### src/rtl/rtc_cal_pkg.sv
`timescale 1ns/1ps
package rtc_cal_pkg;
  localparam int DATA_W = 8;
  localparam int IDX_W  = 3;
  localparam int NUM_REGS = 1 << IDX_W;

  localparam logic [IDX_W-1:0] IDX_SEC   = 3'd0;
  localparam logic [IDX_W-1:0] IDX_MIN   = 3'd1;
  localparam logic [IDX_W-1:0] IDX_HOUR  = 3'd2;
  localparam logic [IDX_W-1:0] IDX_DATE  = 3'd3;
  localparam logic [IDX_W-1:0] IDX_MONTH = 3'd4;
  localparam logic [IDX_W-1:0] IDX_DOW   = 3'd5;
  localparam logic [IDX_W-1:0] IDX_YEAR  = 3'd6;
  localparam logic [IDX_W-1:0] IDX_CTRL  = 3'd7;

  // strobes from control to datapath
  typedef struct packed {
    logic stepSec;
    logic stepMin;
    logic stepHour;
    logic stepDay;
    logic stepMonth;
    logic stepYear;
    logic secEnd;
    logic minEnd;
    logic dateEnd;
    logic dowEnd;
    logic monthEnd;
    logic yearEnd;
  } stepCtl_t;

  function automatic logic [DATA_W-1:0] bcdInc(input logic [DATA_W-1:0] v);
    if (v[3:0] >= 4'h9) bcdInc = {v[7:4] + 4'h1, 4'h0};
    else                bcdInc = {v[7:4], v[3:0] + 4'h1};
  endfunction

  function automatic logic [6:0] bcdToBin(input logic [DATA_W-1:0] v);
    bcdToBin = ({3'b000, v[7:4]} * 7'd10) + {3'b000, v[3:0]};
  endfunction

  function automatic logic leapYear(input logic [DATA_W-1:0] yr);
    logic [6:0] b;
    b = bcdToBin(yr);
    leapYear = (b[1:0] == 2'b00);
  endfunction

  function automatic logic [DATA_W-1:0] monthDays(input logic [DATA_W-1:0] mon,
                                                  input logic [DATA_W-1:0] yr);
    case (mon)
      8'h02:                      monthDays = leapYear(yr) ? 8'h29 : 8'h28;
      8'h04, 8'h06, 8'h09, 8'h11: monthDays = 8'h30;
      default:                    monthDays = 8'h31;
    endcase
  endfunction
endpackage

### src/rtl/rtc_cal_ctrl.sv
`timescale 1ns/1ps
module rtc_cal_ctrl
  import rtc_cal_pkg::*;
(
  input  logic              secTick,
  input  logic              haltFlag,
  input  logic [6:0]        secLow,
  input  logic [6:0]        minLow,
  input  logic              hourMode12,
  input  logic [5:0]        hourLow,
  input  logic [DATA_W-1:0] dateVal,
  input  logic [DATA_W-1:0] monthVal,
  input  logic [DATA_W-1:0] dowVal,
  input  logic [DATA_W-1:0] yearVal,
  output stepCtl_t          steps
);
  logic advance;
  logic hourEnd;
  logic [DATA_W-1:0] lastDay;

  always_comb begin
    advance = secTick & ~haltFlag;
    lastDay = monthDays(monthVal, yearVal);
    // 12-hour: day ends when leaving 11 PM; 24-hour: when leaving 23
    if (hourMode12) hourEnd = hourLow[5] && (hourLow[4:0] == 5'h11);
    else            hourEnd = (hourLow == 6'h23);

    steps.secEnd   = (secLow == 7'h59);
    steps.minEnd   = (minLow == 7'h59);
    steps.dateEnd  = (dateVal >= lastDay);
    steps.dowEnd   = (dowVal >= 8'h07);
    steps.monthEnd = (monthVal >= 8'h12);
    steps.yearEnd  = (yearVal == 8'h99);

    steps.stepSec   = advance;
    steps.stepMin   = advance & steps.secEnd;
    steps.stepHour  = steps.stepMin & steps.minEnd;
    steps.stepDay   = steps.stepHour & hourEnd;
    steps.stepMonth = steps.stepDay & steps.dateEnd;
    steps.stepYear  = steps.stepMonth & steps.monthEnd;
  end
endmodule

### src/rtl/rtc_cal_datapath.sv
`timescale 1ns/1ps
module rtc_cal_datapath
  import rtc_cal_pkg::*;
(
  input  logic              clk,
  input  logic              rstN,
  input  stepCtl_t          steps,
  input  logic              wrEn,
  input  logic [IDX_W-1:0]  wrIdx,
  input  logic [DATA_W-1:0] wrData,
  input  logic [IDX_W-1:0]  rdIdx,
  output logic [DATA_W-1:0] rdData,
  output logic [DATA_W-1:0] secReg,
  output logic [DATA_W-1:0] minReg,
  output logic [DATA_W-1:0] hourReg,
  output logic [DATA_W-1:0] dateReg,
  output logic [DATA_W-1:0] monthReg,
  output logic [DATA_W-1:0] dowReg,
  output logic [DATA_W-1:0] yearReg
);
  logic wpReg;
  logic wrAllowed;
  logic [NUM_REGS-1:0] wrHit;
  logic [DATA_W-1:0] secNext, minNext, hourNext, dateNext, monthNext, dowNext, yearNext;
  logic [DATA_W-1:0] ctrlView;

  assign wrAllowed = wrEn && (wrIdx == IDX_CTRL || !wpReg);

  genvar gi;
  generate
    for (gi = 0; gi < NUM_REGS; gi++) begin : g_hit
      assign wrHit[gi] = wrAllowed && (wrIdx == IDX_W'(gi));
    end
  endgenerate

  always_comb begin
    secNext = steps.secEnd ? {secReg[7], 7'h00}
                           : (bcdInc({1'b0, secReg[6:0]}) | {secReg[7], 7'h00});
    minNext = steps.minEnd ? 8'h00 : bcdInc(minReg);
    if (hourReg[7]) begin
      if (hourReg[4:0] == 5'h12)
        hourNext = {2'b10, hourReg[5], 5'h01};
      else if (hourReg[4:0] == 5'h11)
        hourNext = {2'b10, ~hourReg[5], 5'h12};
      else
        hourNext = {2'b10, hourReg[5], 5'h00} | bcdInc({3'b000, hourReg[4:0]});
    end else begin
      hourNext = (hourReg[5:0] == 6'h23) ? 8'h00 : bcdInc({2'b00, hourReg[5:0]});
    end
    dateNext  = steps.dateEnd  ? 8'h01 : bcdInc(dateReg);
    dowNext   = steps.dowEnd   ? 8'h01 : bcdInc(dowReg);
    monthNext = steps.monthEnd ? 8'h01 : bcdInc(monthReg);
    yearNext  = steps.yearEnd  ? 8'h00 : bcdInc(yearReg);
  end

  always_ff @(posedge clk) begin
    if (!rstN) begin
      secReg   <= 8'h00;
      minReg   <= 8'h00;
      hourReg  <= 8'h00;
      dateReg  <= 8'h01;
      monthReg <= 8'h01;
      dowReg   <= 8'h01;
      yearReg  <= 8'h00;
      wpReg    <= 1'b0;
    end else begin
      if (wrHit[IDX_SEC])        secReg <= wrData;
      else if (steps.stepSec)    secReg <= secNext;

      if (wrHit[IDX_MIN])        minReg <= wrData;
      else if (steps.stepMin)    minReg <= minNext;

      if (wrHit[IDX_HOUR])       hourReg <= wrData;
      else if (steps.stepHour)   hourReg <= hourNext;

      if (wrHit[IDX_DATE])       dateReg <= wrData;
      else if (steps.stepDay)    dateReg <= dateNext;

      if (wrHit[IDX_DOW])        dowReg <= wrData;
      else if (steps.stepDay)    dowReg <= dowNext;

      if (wrHit[IDX_MONTH])      monthReg <= wrData;
      else if (steps.stepMonth)  monthReg <= monthNext;

      if (wrHit[IDX_YEAR])       yearReg <= wrData;
      else if (steps.stepYear)   yearReg <= yearNext;

      if (wrHit[IDX_CTRL])       wpReg <= wrData[7];
    end
  end

  assign ctrlView = {wpReg, 7'h00};

  always_comb begin
    case (rdIdx)
      IDX_SEC:   rdData = secReg;
      IDX_MIN:   rdData = minReg;
      IDX_HOUR:  rdData = hourReg;
      IDX_DATE:  rdData = dateReg;
      IDX_MONTH: rdData = monthReg;
      IDX_DOW:   rdData = dowReg;
      IDX_YEAR:  rdData = yearReg;
      default:   rdData = ctrlView;
    endcase
  end


  sec_wrap_chk: assert property (@(posedge clk) disable iff (!rstN)
    (steps.stepSec && secReg[6:0] == 7'h59 && !wrHit[IDX_SEC]) |=> secReg[6:0] == 7'h00);


  halt_freeze_chk: assert property (@(posedge clk) disable iff (!rstN)
    (secReg[7] && !wrHit[IDX_SEC]) |=> $stable(secReg));


  hour_mode_hold_chk: assert property (@(posedge clk) disable iff (!rstN)
    !wrHit[IDX_HOUR] |=> $stable(hourReg[7]));


  date_wrap_chk: assert property (@(posedge clk) disable iff (!rstN)
    (steps.stepDay && steps.dateEnd && !wrHit[IDX_DATE]) |=> dateReg == 8'h01);


  dow_wrap_chk: assert property (@(posedge clk) disable iff (!rstN)
    (steps.stepDay && dowReg == 8'h07 && !wrHit[IDX_DOW]) |=> dowReg == 8'h01);


  wp_block_chk: assert property (@(posedge clk) disable iff (!rstN)
    (wpReg && wrEn && wrIdx != IDX_CTRL && !steps.stepSec)
      |=> $stable({secReg, minReg, hourReg, dateReg, monthReg, dowReg, yearReg}));


  write_wins_chk: assert property (@(posedge clk) disable iff (!rstN)
    (wrEn && wrIdx == IDX_MIN && !wpReg) |=> minReg == $past(wrData));
endmodule

### src/rtl/rtc_calendar.sv
`timescale 1ns/1ps
module rtc_calendar
  import rtc_cal_pkg::*;
(
  input  logic              clk,
  input  logic              rstN,
  input  logic              secTick,
  input  logic              wrEn,
  input  logic [IDX_W-1:0]  wrIdx,
  input  logic [DATA_W-1:0] wrData,
  input  logic [IDX_W-1:0]  rdIdx,
  output logic [DATA_W-1:0] rdData
);
  stepCtl_t steps;
  logic [DATA_W-1:0] secReg, minReg, hourReg, dateReg, monthReg, dowReg, yearReg;

  rtc_cal_ctrl ctrl_i (
    .secTick    (secTick),
    .haltFlag   (secReg[7]),
    .secLow     (secReg[6:0]),
    .minLow     (minReg[6:0]),
    .hourMode12 (hourReg[7]),
    .hourLow    (hourReg[5:0]),
    .dateVal    (dateReg),
    .monthVal   (monthReg),
    .dowVal     (dowReg),
    .yearVal    (yearReg),
    .steps      (steps)
  );

  rtc_cal_datapath dp_i (
    .clk      (clk),
    .rstN     (rstN),
    .steps    (steps),
    .wrEn     (wrEn),
    .wrIdx    (wrIdx),
    .wrData   (wrData),
    .rdIdx    (rdIdx),
    .rdData   (rdData),
    .secReg   (secReg),
    .minReg   (minReg),
    .hourReg  (hourReg),
    .dateReg  (dateReg),
    .monthReg (monthReg),
    .dowReg   (dowReg),
    .yearReg  (yearReg)
  );
endmodule

### config.mk
export PLATFORM = sky130hd
export DESIGN_NAME = rtc_calendar
export DESIGN_NICKNAME = d
export VERILOG_FILES = /design/src/rtl/rtc_cal_pkg.sv /design/src/rtl/rtc_cal_ctrl.sv /design/src/rtl/rtc_cal_datapath.sv /design/src/rtl/rtc_calendar.sv
export SDC_FILE = /design/constraint.sdc
export NUM_CORES = 1
export LEC_CHECK = 0
export BUFFER_PORTS_ARGS = -buffer_cell sky130_fd_sc_hd__buf_2
export CAP_MARGIN = 5
export CORE_ASPECT_RATIO = 0.5
export CORE_UTILIZATION = 42
export DETAILED_ROUTE_END_ITERATION = 8
export PLACE_DENSITY_LB_ADDON = 0.15
export SLEW_MARGIN = 25
export SYNTH_ARGS = -nofsm -noshare
export SYNTH_HDL_FRONTEND = slang
export SYNTH_SLANG_ARGS = --single-unit
### constraint.sdc
create_clock -name clk -period 3.75 [get_ports clk]
set_clock_uncertainty 0.15 [all_clocks]
set_input_delay 0.1875 -clock clk [delete_from_list [all_inputs] [get_ports clk]]
set_output_delay 0.1875 -clock clk [all_outputs]
set_load 0.02 [all_outputs]
==> results of run 1 <==
routing by layer:
metal | track usage [%] | vias up | wire length, um
met3 | 5.030 | 31 | 954
met2 | 42.18 | 155 | 6271
met4 | 10.77 | 0 | 323
met5 | 0 | - | 0
met1 | 41.54 | 2273 | 7711
li1 | - | 2237 | -
metrics by stage:
stage	worst slack (ns)	cell area, um^2	hold slack [ns]
after floorplan	0.7841	4562	0.1735
after global placement	0.5020	4770	0.3176
after detailed placement	0.4956	4770	0.3268
after CTS	0.4631	5060	0.06848
after global routing	0.1091	5060	0.09775
final	0.3917	5060	0.07516
path summary, 6_finish.rpt:
| kind | startpoint | to | slack, ns |
|---|---|---|---|
| worst max-delay path | dp_i.monthReg[0] | dp_i.monthReg[0] | 0.39 |
| worst min-delay path | wrData[7] | dp_i.hourReg[7] | 0.08 |
| worst max register to register | dp_i.monthReg[0] | dp_i.monthReg[0] | 0.39 |
| worst min register to register | dp_i.hourReg[6] | dp_i.hourReg[6] | 0.34 |
kinds of logic (layout without fill, tap and decap cells):
| logic type | after synthesis | in the layout |
|---|---|---|
| AO/OA/AOI/OAI | 177 | 177 |
| XOR/XNOR | 6 | 6 |
| adder cells (fa/ha/maj) | 42 | 42 |
| buffers and inverters | 65 | 82 |
| flip-flops | 57 | 57 |
| multiplexers | 18 | 18 |
| AND/OR/NAND/NOR | 231 | 231 |
placed cells by master (no fill, tap or decap), drive strengths merged, types with 9 or more instances in the layout:
master / synthesis / layout
a211oi: 11 / 11
a21oi: 31 / 31
a31oi: 18 / 18
buf: 7 / 32
clkbuf: 24 / 13
dfxtp: 57 / 57
ha: 42 / 42
inv: 33 / 33
mux2i: 11 / 11
nand2: 60 / 60
nand3: 32 / 32
nor2: 57 / 57
nor2b: 9 / 9
nor3: 19 / 19
o211ai: 9 / 9
o21ai: 48 / 48
tightest hold or removal path, stage by stage:
cell and delay, ns:
sky130_fd_sc_hd__buf_2 0.18, sky130_fd_sc_hd__nand2_1 0.08, sky130_fd_sc_hd__a21oi_1 0.05
synthesized netlist by cell type (11+ instances only):
master                     number
sky130_fd_sc_hd__nand2_1       60
sky130_fd_sc_hd__dfxtp_1       57
sky130_fd_sc_hd__nor2_1        56
sky130_fd_sc_hd__o21ai_0       45
sky130_fd_sc_hd__ha_1          42
sky130_fd_sc_hd__inv_1         33
sky130_fd_sc_hd__nand3_1       32
sky130_fd_sc_hd__a21oi_1       30
sky130_fd_sc_hd__clkbuf_1      24
sky130_fd_sc_hd__a31oi_1       17
sky130_fd_sc_hd__nor3_1        16
sky130_fd_sc_hd__a211oi_1      11
sky130_fd_sc_hd__mux2i_1       11
sequential cells by signal, indices dropped and copies added (netlist names):
| name | flops |
|---|---|
| dp_i.hourReg | 8 |
| dp_i.secReg | 8 |
| dp_i.monthReg | 8 |
| dp_i.dowReg | 8 |
| dp_i.minReg | 8 |
| dp_i.dateReg | 8 |
| dp_i.wpReg | 1 |
| dp_i.yearReg | 8 |
power by group:
part | internal [uW] | total (uW) | leakage, uW | switching, uW
clock network | 531 | 830 | 0.000144 | 299
logic | 74.0 | 214 | 0.00127 | 140
registers | 625 | 659 | 0.000463 | 34.0
cell type report:
cell class                 count  area [um^2]  share of cell area [%]
clock buffer                  13        250.2                   4.946
sequential                    57         1141                   22.55
inverter                      34        127.6                   2.522
timing repair buffer          32        177.7                   3.511
multi-input combinational    474         3148                   62.22
tap                          140        175.2                   3.462
clock inverter                 3        40.04                  0.7913
==> parameters.txt, run 1 <==
Parameter                              Value

Run status
  Result of the run    finished clean

Die
  Die Span X    149.4 um
  Starting density of the core    43.96%
  Area of the core    10380 um^2
  Vertical die dimension    75.70 um
  Site Rows    26
  Floorplan die area    11310 um^2
  IO Pins    26

Clocking
  CTS tree    done
  H-Tree Level Count    3
  # hold bufs at CTS    0
  Clock latency on the worst-skew pair    0.34 ns
  Root buffer cell    sky130_fd_sc_hd__clkbuf_16
  Post-CTS Repair Setup Buffers    0
  Buffer levels on the longest clock path    2
  Clock tree sinks    57
  Count of instances resized after the clock tree is built    0
  Clock transition time at the flip-flop clock pins of the worst setup and hold paths    0.05 ns
  TritonCTS Buffers    9

Logic synthesis
  Multiplexer share of the synthesized area    4.882%
  Share of flip-flops with an asynchronous set or reset after synthesis    0%
  Count of unique library cells instantiated by Yosys    71
  Dominant cell type by area after synthesis    sky130_fd_sc_hd__dfxtp_1
  Fraction of the mapped netlist area in adder cells    11.52%
  Compound-gate portion of the synthesized area    25.75%
  Xor and xnor fraction of the mapped netlist area    1.152%
  Prevailing post-synth register cell    sky130_fd_sc_hd__dfxtp_1
  Post-synth design cell area    4562 um^2
  Synthesis-stage register bit count    57
  Share of the synthesized area in the top cell type    25.01%
  Synthesized Nets    656
  EDFF count, synth    0
  Post-synthesis sequential area ratio    25.01%
  Avg Synthesized Cell Area    7.654 um^2
  Instance count of the mapped netlist    596
  Yosys warnings    0
  Synth Area in Simple Gates    25.70%
  Area contributors post-synth    sky130_fd_sc_hd__dfxtp_1, sky130_fd_sc_hd__ha_1, sky130_fd_sc_hd__nand2_1
  Dominant combinational cell family by area after synthesis    compound AO/OA/AOI/OAI gates

Layout
  Final Core Density    48.76%
  Cell Count, Final, Fillers Out    753
  Fillers    1003
  Final Net Count    668
  Number of diodes    0
  Ratio of cells with drive above 1 in the final layout    10.93%
  Area overhead of the layout relative to synthesis    10.92%

Setup path
  CP Buf/Inv Count    1
  CP max stage delay    0.46 ns
  Largest fanout on the critical path    8
  Number of cells on the worst reg-to-reg path    14
  Library cell contributing the largest single delay on the critical path    sky130_fd_sc_hd__dfxtp_1
  Cells along the critical path    inv_1 -> ha_1 -> o211ai_1 -> a21oi_1 -> a31oi_1 -> nor3_1 -> a21oi_1 -> ha_1 -> nor4b_1 -> nor2_1 -> or2_2 -> nand2_1 -> nor2_1 -> o311ai_0
  Startpoint types    register
  Data required time at the worst endpoint    3.83 ns
  Crit path arrival time    3.44 ns
  Crit Path Class    register to register
  Gate family responsible for the most delay along the worst path    simple AND/OR/NAND/NOR gates
  Path length in cells of the critical path    14
  Kind of end point of the critical path    register

Routing
  Via total after detailed routing    4696
  Count of nets left with antenna violations after detail routing    0
  Average detailed-routed wire length per instance    20.27 um
  Number of DRC violations after detailed routing    0
  Detailed router's first-iteration violation count    469
  First drt pass iteration count    5
  Final wirelength    15.26 mm
  Per-cell via count in the routed design    6.236

Timing
  Period Utilization, post-route    89.55%
  Final Critical Period    3.358 ns
  Unrepaired setup endpoints after global routing    no
  Worst Tran Pin Value    1.052 ns
  Max transition margin    29.31%
  Timing-limited maximum frequency    297.8 MHz
  Setup total negative slack    0 ns
  Hold violation count in the final report    0
  # setup viols final    0
  Pins over their slew limit    0

Min path
  Hold-critical path depth    3
  Min-Delay Path Class    input pin to register

Place
  Count of input and output buffers    25
  GPL Wtd Cong    0.9102
  Post-detailed-placement half-perimeter wirelength    10.93 mm
  Cell Count Post-Placement    737

Power and ir drop
  Reported leakage power    0.001879 uW
  Overall power consumption    1703 uW
  VDD IR-drop max    0.2115 mV
  Power density relative to cell area    336.6 nW/um^2

GRT
  Via count of the first global-routing pass    4109
  Overall overflow remaining after global route    0
  Overall Global Routing Usage    28.61%
  Antenna violations before repair    0
  Largest net degree at the start of global routing    28
  Wire length of the first global-routing pass    23.60 mm

Job
  Number of maximum-capacitance constraint violations    0
No activity file was read; power rests on OpenSTA's default activity.
==> run 2, diff against run 1 <==
--- a/config.mk
+++ b/config.mk
@@ -5,6 +5,7 @@
 export SDC_FILE = /design/constraint.sdc
 export NUM_CORES = 1
 export LEC_CHECK = 0
+export ABC_AREA = 1
 export BUFFER_PORTS_ARGS = -buffer_cell sky130_fd_sc_hd__buf_2
 export CAP_MARGIN = 5
 export CORE_ASPECT_RATIO = 0.5
==> run 2 against run 1 <==
  * Power decreased by 7.0%
  * Die area increased by 2.9%
  * Clock-buffer cell count decreased by 1
  * Wire length decreased by 4.8%
  * Global-route usage decreased by 2.3 points
==> parameters.txt, run 2 <==
Parameter                              Value

Run status
  Result of the run    finished clean

Setup path
  Launch point of the worst reg-to-reg path    dp_i.monthReg[0]
  CP max stage delay    0.44 ns
  Largest fanout on the critical path    7
  Crit path arrival time    2.88 ns
  CP Buf/Inv Count    2
  Gate family responsible for the most delay along the worst path    simple AND/OR/NAND/NOR gates
  Crit. Startpoint    dp_i.monthReg[0]
  Startpoint types    register
  Cells along the critical path    inv_1 -> ha_1 -> o21ai_0 -> o21ai_0 -> a32oi_1 -> nand2_1 -> inv_1 -> ha_1 -> nand2_1 -> nor3_1 -> nand2_1 -> nand3_2 -> nand2_1 -> nand2_2 -> nand2_4 -> nand2_1 -> nand2_1 -> nor2_1
  Crit Path Class    register to register
  CP dominant cell by count    sky130_fd_sc_hd__nand2_1
  Library cell contributing the largest single delay on the critical path    sky130_fd_sc_hd__dfxtp_1
  Kind of end point of the critical path    register
  Data required time at the worst endpoint    3.87 ns

Min path
  Min-Delay Path Class    input pin to register
  Worst hold path startpoint    wrData[1]

GRT
  Wire length of the first global-routing pass    22.95 mm
  Overall Global Routing Usage    26.27%
  Antenna violations before repair    0
  Overall overflow remaining after global route    0
  Via count of the first global-routing pass    4300
  Largest net degree at the start of global routing    31

Layout
  Final Net Count    803
  Most common cell after layout, fill and taps aside    sky130_fd_sc_hd__nand2_1
  Multi-input gate area in the final layout    3067 um^2
  Number of diodes    0
  Fillers    1125
  Area of all sequential standard cells    1141 um^2
  Area overhead of the layout relative to synthesis    11.06%
  Most frequent cells in the layout    sky130_fd_sc_hd__nand2_1, sky130_fd_sc_hd__inv_1, sky130_fd_sc_hd__nor2_1
  Ratio of cells with drive above 1 in the final layout    13.50%

Timing
  Hold violation count in the final report    0
  Max transition margin    55.67%
  # setup viols final    0
  Timing-limited maximum frequency    361.5 MHz
  Worst Tran Pin Value    0.6639 ns
  Final Critical Period    2.766 ns
  Period Utilization, post-route    73.77%
  Pins over their slew limit    0
  Unrepaired setup endpoints after global routing    no
  Setup total negative slack    0 ns

Routing
  Detailed router's first-iteration violation count    469
  Final wirelength    14.53 mm
  Per-cell via count in the routed design    5.498
  Average detailed-routed wire length per instance    16.36 um
  First drt pass iteration count    5
  Via total after detailed routing    4882
  Number of DRC violations after detailed routing    0
  Count of nets left with antenna violations after detail routing    0

Logic synthesis
  Prevailing post-synth register cell    sky130_fd_sc_hd__dfxtp_1
  Share of flip-flops with an asynchronous set or reset after synthesis    0%
  Yosys warnings    0
  Synthesis-stage register bit count    57
  EDFF count, synth    0
  Most common cell in the netlist    sky130_fd_sc_hd__nand2_1
  Area contributors post-synth    sky130_fd_sc_hd__dfxtp_1, sky130_fd_sc_hd__ha_1, sky130_fd_sc_hd__nand2_1
  Most common library cells after synthesis    sky130_fd_sc_hd__nand2_1, sky130_fd_sc_hd__inv_1, sky130_fd_sc_hd__nor2_1, sky130_fd_sc_hd__dfxtp_1, sky130_fd_sc_hd__nand3_1
  Instance count of the mapped netlist    714
  Dominant cell type by area after synthesis    sky130_fd_sc_hd__dfxtp_1
  Avg Synthesized Cell Area    6.577 um^2
  Synthesized Nets    774
  Post-synth design cell area    4696 um^2
  Count of unique library cells instantiated by Yosys    42
  Post-synthesis sequential area ratio    24.30%
  Share of the synthesized area in the top cell type    24.30%

Die
  Floorplan die area    11630 um^2
  Vertical die dimension    76.77 um
  Die Span X    151.5 um
  Area of the core    10540 um^2
  Site Rows    26
  Starting density of the core    44.55%
  IO Pins    26

Power and ir drop
  Power density relative to cell area    303.8 nW/um^2
  VDD IR-drop max    0.2287 mV
  Overall power consumption    1584 uW
  Reported leakage power    0.002425 uW

Clocking
  Clock latency on the worst-skew pair    0.33 ns
  Count of instances resized after the clock tree is built    0
  Buffer levels on the longest clock path    2
  TritonCTS Buffers    9
  CTS tree    done
  Clock transition time at the flip-flop clock pins of the worst setup and hold paths    0.05 ns
  Post-CTS Repair Setup Buffers    0
  # hold bufs at CTS    1
  Root buffer cell    sky130_fd_sc_hd__clkbuf_16
  Clock tree sinks    57
  H-Tree Level Count    3

Place
  Post-detailed-placement half-perimeter wirelength    10.99 mm
  Count of input and output buffers    25
  GPL Wtd Cong    0.9068

Job
  Number of maximum-capacitance constraint violations    0
run 2: final timing paths:
check	slack, ns	end	cells past startpoint
worst min-delay path	0.02	dp_i.dowReg[1]	3
worst min register to register	0.32	dp_i.monthReg[7]	2
worst max-delay path	0.98	dp_i.monthReg[4]	18
worst max register to register	0.98	dp_i.monthReg[4]	18
run 2: logic make-up after synthesis:
group	Yosys count	synth area share, %
xor gates and xnor gates	17	3.171
AOI/OAI and AO/OA	154	19.08
DFF	57	24.30
and+or+nand+nor	320	31.87
buffers and inverters	124	10.39
adders and majority gates	42	11.19
run 2: final cells by class:
type / instances / area share, %
clock buffer: 12 / 4.535
clock inverter: 4 / 0.3839
inverter: 115 / 8.301
multi-input combinational: 533 / 58.81
sequential: 57 / 21.88
tap: 140 / 3.359
timing repair buffer: 27 / 2.735
run 2: stage by stage:
stage	util, %	hold slack [ns]	setup WS, ns	area [um^2]	cells
after floorplan	-	0.1527	1.270	4696	714
after global placement	46.95	0.2892	1.083	4949	871
after detailed placement	46.95	0.2836	1.008	4949	871
after CTS	49.48	0.01139	0.9923	5215	888
after global routing	49.48	0.02314	0.6893	5215	888
final	49.48	0.01804	0.9837	5215	888
run 2: layer usage:
layer	routed length [um]	vias up	track usage, %
met2	5826	189	36.67
met3	1383	26	6.548
li1	-	2424	-
met5	0	-	0
met4	309	0	8.812
met1	7011	2243	38.49
run 2: power breakdown:
part	total (uW)	switching, uW	leakage, uW	internal (uW)
sequential	639	18.4	0.000461	620
clock	743	301	0.000130	443
combinational	203	142	0.00183	60.4
total	1580	461	0.00242	1120
run 2: tightest hold or removal path, stage by stage:
cell	delay [ns]
sky130_fd_sc_hd__buf_2	0.12
sky130_fd_sc_hd__nand2_1	0.06
sky130_fd_sc_hd__a31oi_1	0.07
==> run 3, diff against run 2 <==
==> constraint.sdc (replaced) <==
create_clock -name clk -period 2.4 [get_ports clk]
set_clock_uncertainty 0.15 [all_clocks]
set_input_delay 0.12 -clock clk [delete_from_list [all_inputs] [get_ports clk]]
set_output_delay 0.12 -clock clk [all_outputs]
set_load 0.02 [all_outputs]
==> run 3 against run 2 <==
  * The flow now finishes with violations (negative setup slack)
  * Die area is the same
  * First-iteration DRC count grew 9.6%
  * Clock power grew 83%
  * Hold slack gained 0.012 ns
  * Design area grew 11%
  * Wire length grew 5.2%
  * Register-to-register slack lost 1.1 ns
  * Cell count grew 3.9%
  * Non-clock buffer count grew 34
  * Critical path depth shrank 1
==> parameters.txt, run 3 (synthesis gave the netlist of run 2 again) <==
Parameter                              Value

Run status
  Result of the run    complete, but fails checks
  Failing checks    negative setup slack

Timing
  Pins over their slew limit    0
  Worst Tran Pin Value    0.6685 ns
  Period Utilization, post-route    102.9%
  # setup viols final    15
  Hold violation count in the final report    0
  Unrepaired setup endpoints after global routing    yes
  Max transition margin    55.37%
  Final Critical Period    2.469 ns
  Setup total negative slack    -0.6049 ns
  Minimum setup slack in the final design    -0.06881 ns
  Timing-limited maximum frequency    405.1 MHz

Routing
  WL met3    1.197 mm
  Count of nets left with antenna violations after detail routing    0
  Average detailed-routed wire length per instance    16.55 um
  Detailed router's first-iteration violation count    514
  DRT met1 WL    7.571 mm
  Final wirelength    15.28 mm
  Per-cell via count in the routed design    5.447
  Highest metal layer with signal wires    met4
  Met2 wire len    6.309 mm
  Via total after detailed routing    5028
  Number of DRC violations after detailed routing    0
  First drt pass iteration count    5

Power and ir drop
  Power density relative to cell area    469.6 nW/um^2
  VDD IR-drop max    0.2981 mV
  Reported leakage power    0.002645 uW
  Gate power share    13.6%
  Proportion of total power due to net switching    27.27%
  Internal Dissipation    1978 uW
  Switching power summed over all nets    741.7 uW
  Share of power burned in registers    36.6%
  Clock network power share    49.9%

Setup path
  Cells along the critical path    inv_4 -> ha_2 -> inv_2 -> nor2_4 -> a32oi_2 -> nand2_1 -> inv_1 -> ha_1 -> nand2_1 -> nor3_2 -> nand2_1 -> nand3_4 -> nand3_4 -> nand2_8 -> buf_6 -> nand2_2 -> a21oi_2
  CP dominant cell by count    sky130_fd_sc_hd__nand2_1
  Crit Path Class    register to register
  CP max stage delay    0.36 ns
  Number of cells on the worst reg-to-reg path    17
  Kind of end point of the critical path    register
  Largest fanout on the critical path    6
  Data required time at the worst endpoint    2.52 ns
  Startpoint types    register
  Crit path arrival time    2.59 ns
  Library cell contributing the largest single delay on the critical path    sky130_fd_sc_hd__dfxtp_4

Clocking
  TritonCTS Buffers    9
  H-Tree Level Count    3
  CTS tree    done
  Clock tree sinks    57
  Clock transition time at the flip-flop clock pins of the worst setup and hold paths    0.05 ns
  Root buffer cell    sky130_fd_sc_hd__clkbuf_16
  Clock latency on the worst-skew pair    0.34 ns
  Buffer levels on the longest clock path    2

GRT
  Antenna violations before repair    0
  Wire length of the first global-routing pass    24.29 mm
  Largest net degree at the start of global routing    30
  Overall overflow remaining after global route    0
  Via count of the first global-routing pass    4569
  Overall Global Routing Usage    27.57%

Place
  Count of input and output buffers    25
  Post-detailed-placement half-perimeter wirelength    11.46 mm
  GPL Wtd Cong    0.9733
  Cell Count Post-Placement    895

Die
  Vertical die dimension    76.77 um
  Starting density of the core    44.55%
  Site Rows    26
  IO Pins    26
  Floorplan die area    11630 um^2
  Die Span X    151.5 um
  Area of the core    10540 um^2

Layout
  Most frequent cells in the layout    sky130_fd_sc_hd__nand2_1, sky130_fd_sc_hd__inv_1, sky130_fd_sc_hd__nor2_1
  Ratio of cells with drive above 1 in the final layout    23.37%
  Number of diodes    0
  Area overhead of the layout relative to synthesis    23.34%
  Most common cell after layout, fill and taps aside    sky130_fd_sc_hd__nand2_1
  Final Net Count    838
  Cell Count, Final, Fillers Out    923

Min path
  Hold-critical path depth    5
  Min-Delay Path Class    input pin to register

Job
  Number of maximum-capacitance constraint violations    0
[run 3: cell count changes in the layout (fill, tap and decap cells not counted), moves of 6 or more]
| cell | delta |
|---|---|
| sky130_fd_sc_hd__buf_4 | +27 |
| sky130_fd_sc_hd__ha_1 | -6 |
| sky130_fd_sc_hd__inv_1 | -10 |
| sky130_fd_sc_hd__inv_2 | +8 |
| sky130_fd_sc_hd__nand2_1 | -12 |
| sky130_fd_sc_hd__nand2_2 | +9 |
| sky130_fd_sc_hd__nand3_1 | -7 |
[run 3: power groups by stage]
stage	Clock [uW]	Sequential, uW	Combinational [uW]
after floorplan	0	1010	212
after global placement	0	1010	325
after detailed placement	0	1010	328
after CTS	1370	995	345
after global routing	1410	998	405
final	1360	995	369
[run 3: final cells by class]
cell class / instances / area, um^2
tap: 140 / 175.2
fill: 1061 / 4748
clock inverter: 2 / 35.03
inverter: 115 / 437.9
sequential: 57 / 1150
clock buffer: 14 / 274.0
multi-input combinational: 534 / 3299
timing repair buffer: 61 / 420.4
[run 3: metal layers]
metal,GRT usage [%],vias up
met2,39.22,176
met5,0,-
li1,-,2501
met1,40.83,2328
met3,6.786,23
met4,6.535,0
[run 3: metrics by stage]
stage                     setup slack, ns  util (%)  hold slack (ns)  total power [uW]  instance area, um^2
after floorplan                 0.0006202         -          0.08518              1221                 4698
after global placement           -0.07206     48.68           0.2191              1340                 5131
after detailed placement          -0.1515     48.68           0.2285              1342                 5131
after CTS                        -0.07592     52.91          0.02622              2708                 5577
after global routing              -0.2632     54.95          0.05016              2813                 5792
final                            -0.06881     54.95          0.02958              2720                 5792
[run 3: repair_timing]
| action | in CTS | in global routing |
|---|---|---|
| hold buffers | 4 | 0 |
| buffers inserted | 4 | 3 |
| pin swaps | 13 | 12 |
| endpoints found under the setup margin | 24 | 24 |
| gates resized for setup | 23 | 50 |
| cloned | 0 | 1 |
| hold endpoints to repair | 4 | 0 |
[run 3: final timing paths]
kind,from,to,slack (ns)
setup reg to reg,dp_i.monthReg[1],dp_i.yearReg[2],-0.07
setup / recovery,dp_i.monthReg[1],dp_i.yearReg[2],-0.07
hold reg to reg,dp_i.dowReg[7],dp_i.dowReg[7],0.32
hold / removal,wrData[6],dp_i.minReg[6],0.03
[run 3: worst max-delay path, delay by kind of cell, from the launching register on]
kind	cells	cell delay [ns]
buffers and inverters	4	0.29
and+or+nand+nor	9	0.98
adders and majority gates	2	0.42
AOI/OAI and AO/OA	2	0.20
DFF	1	0.36
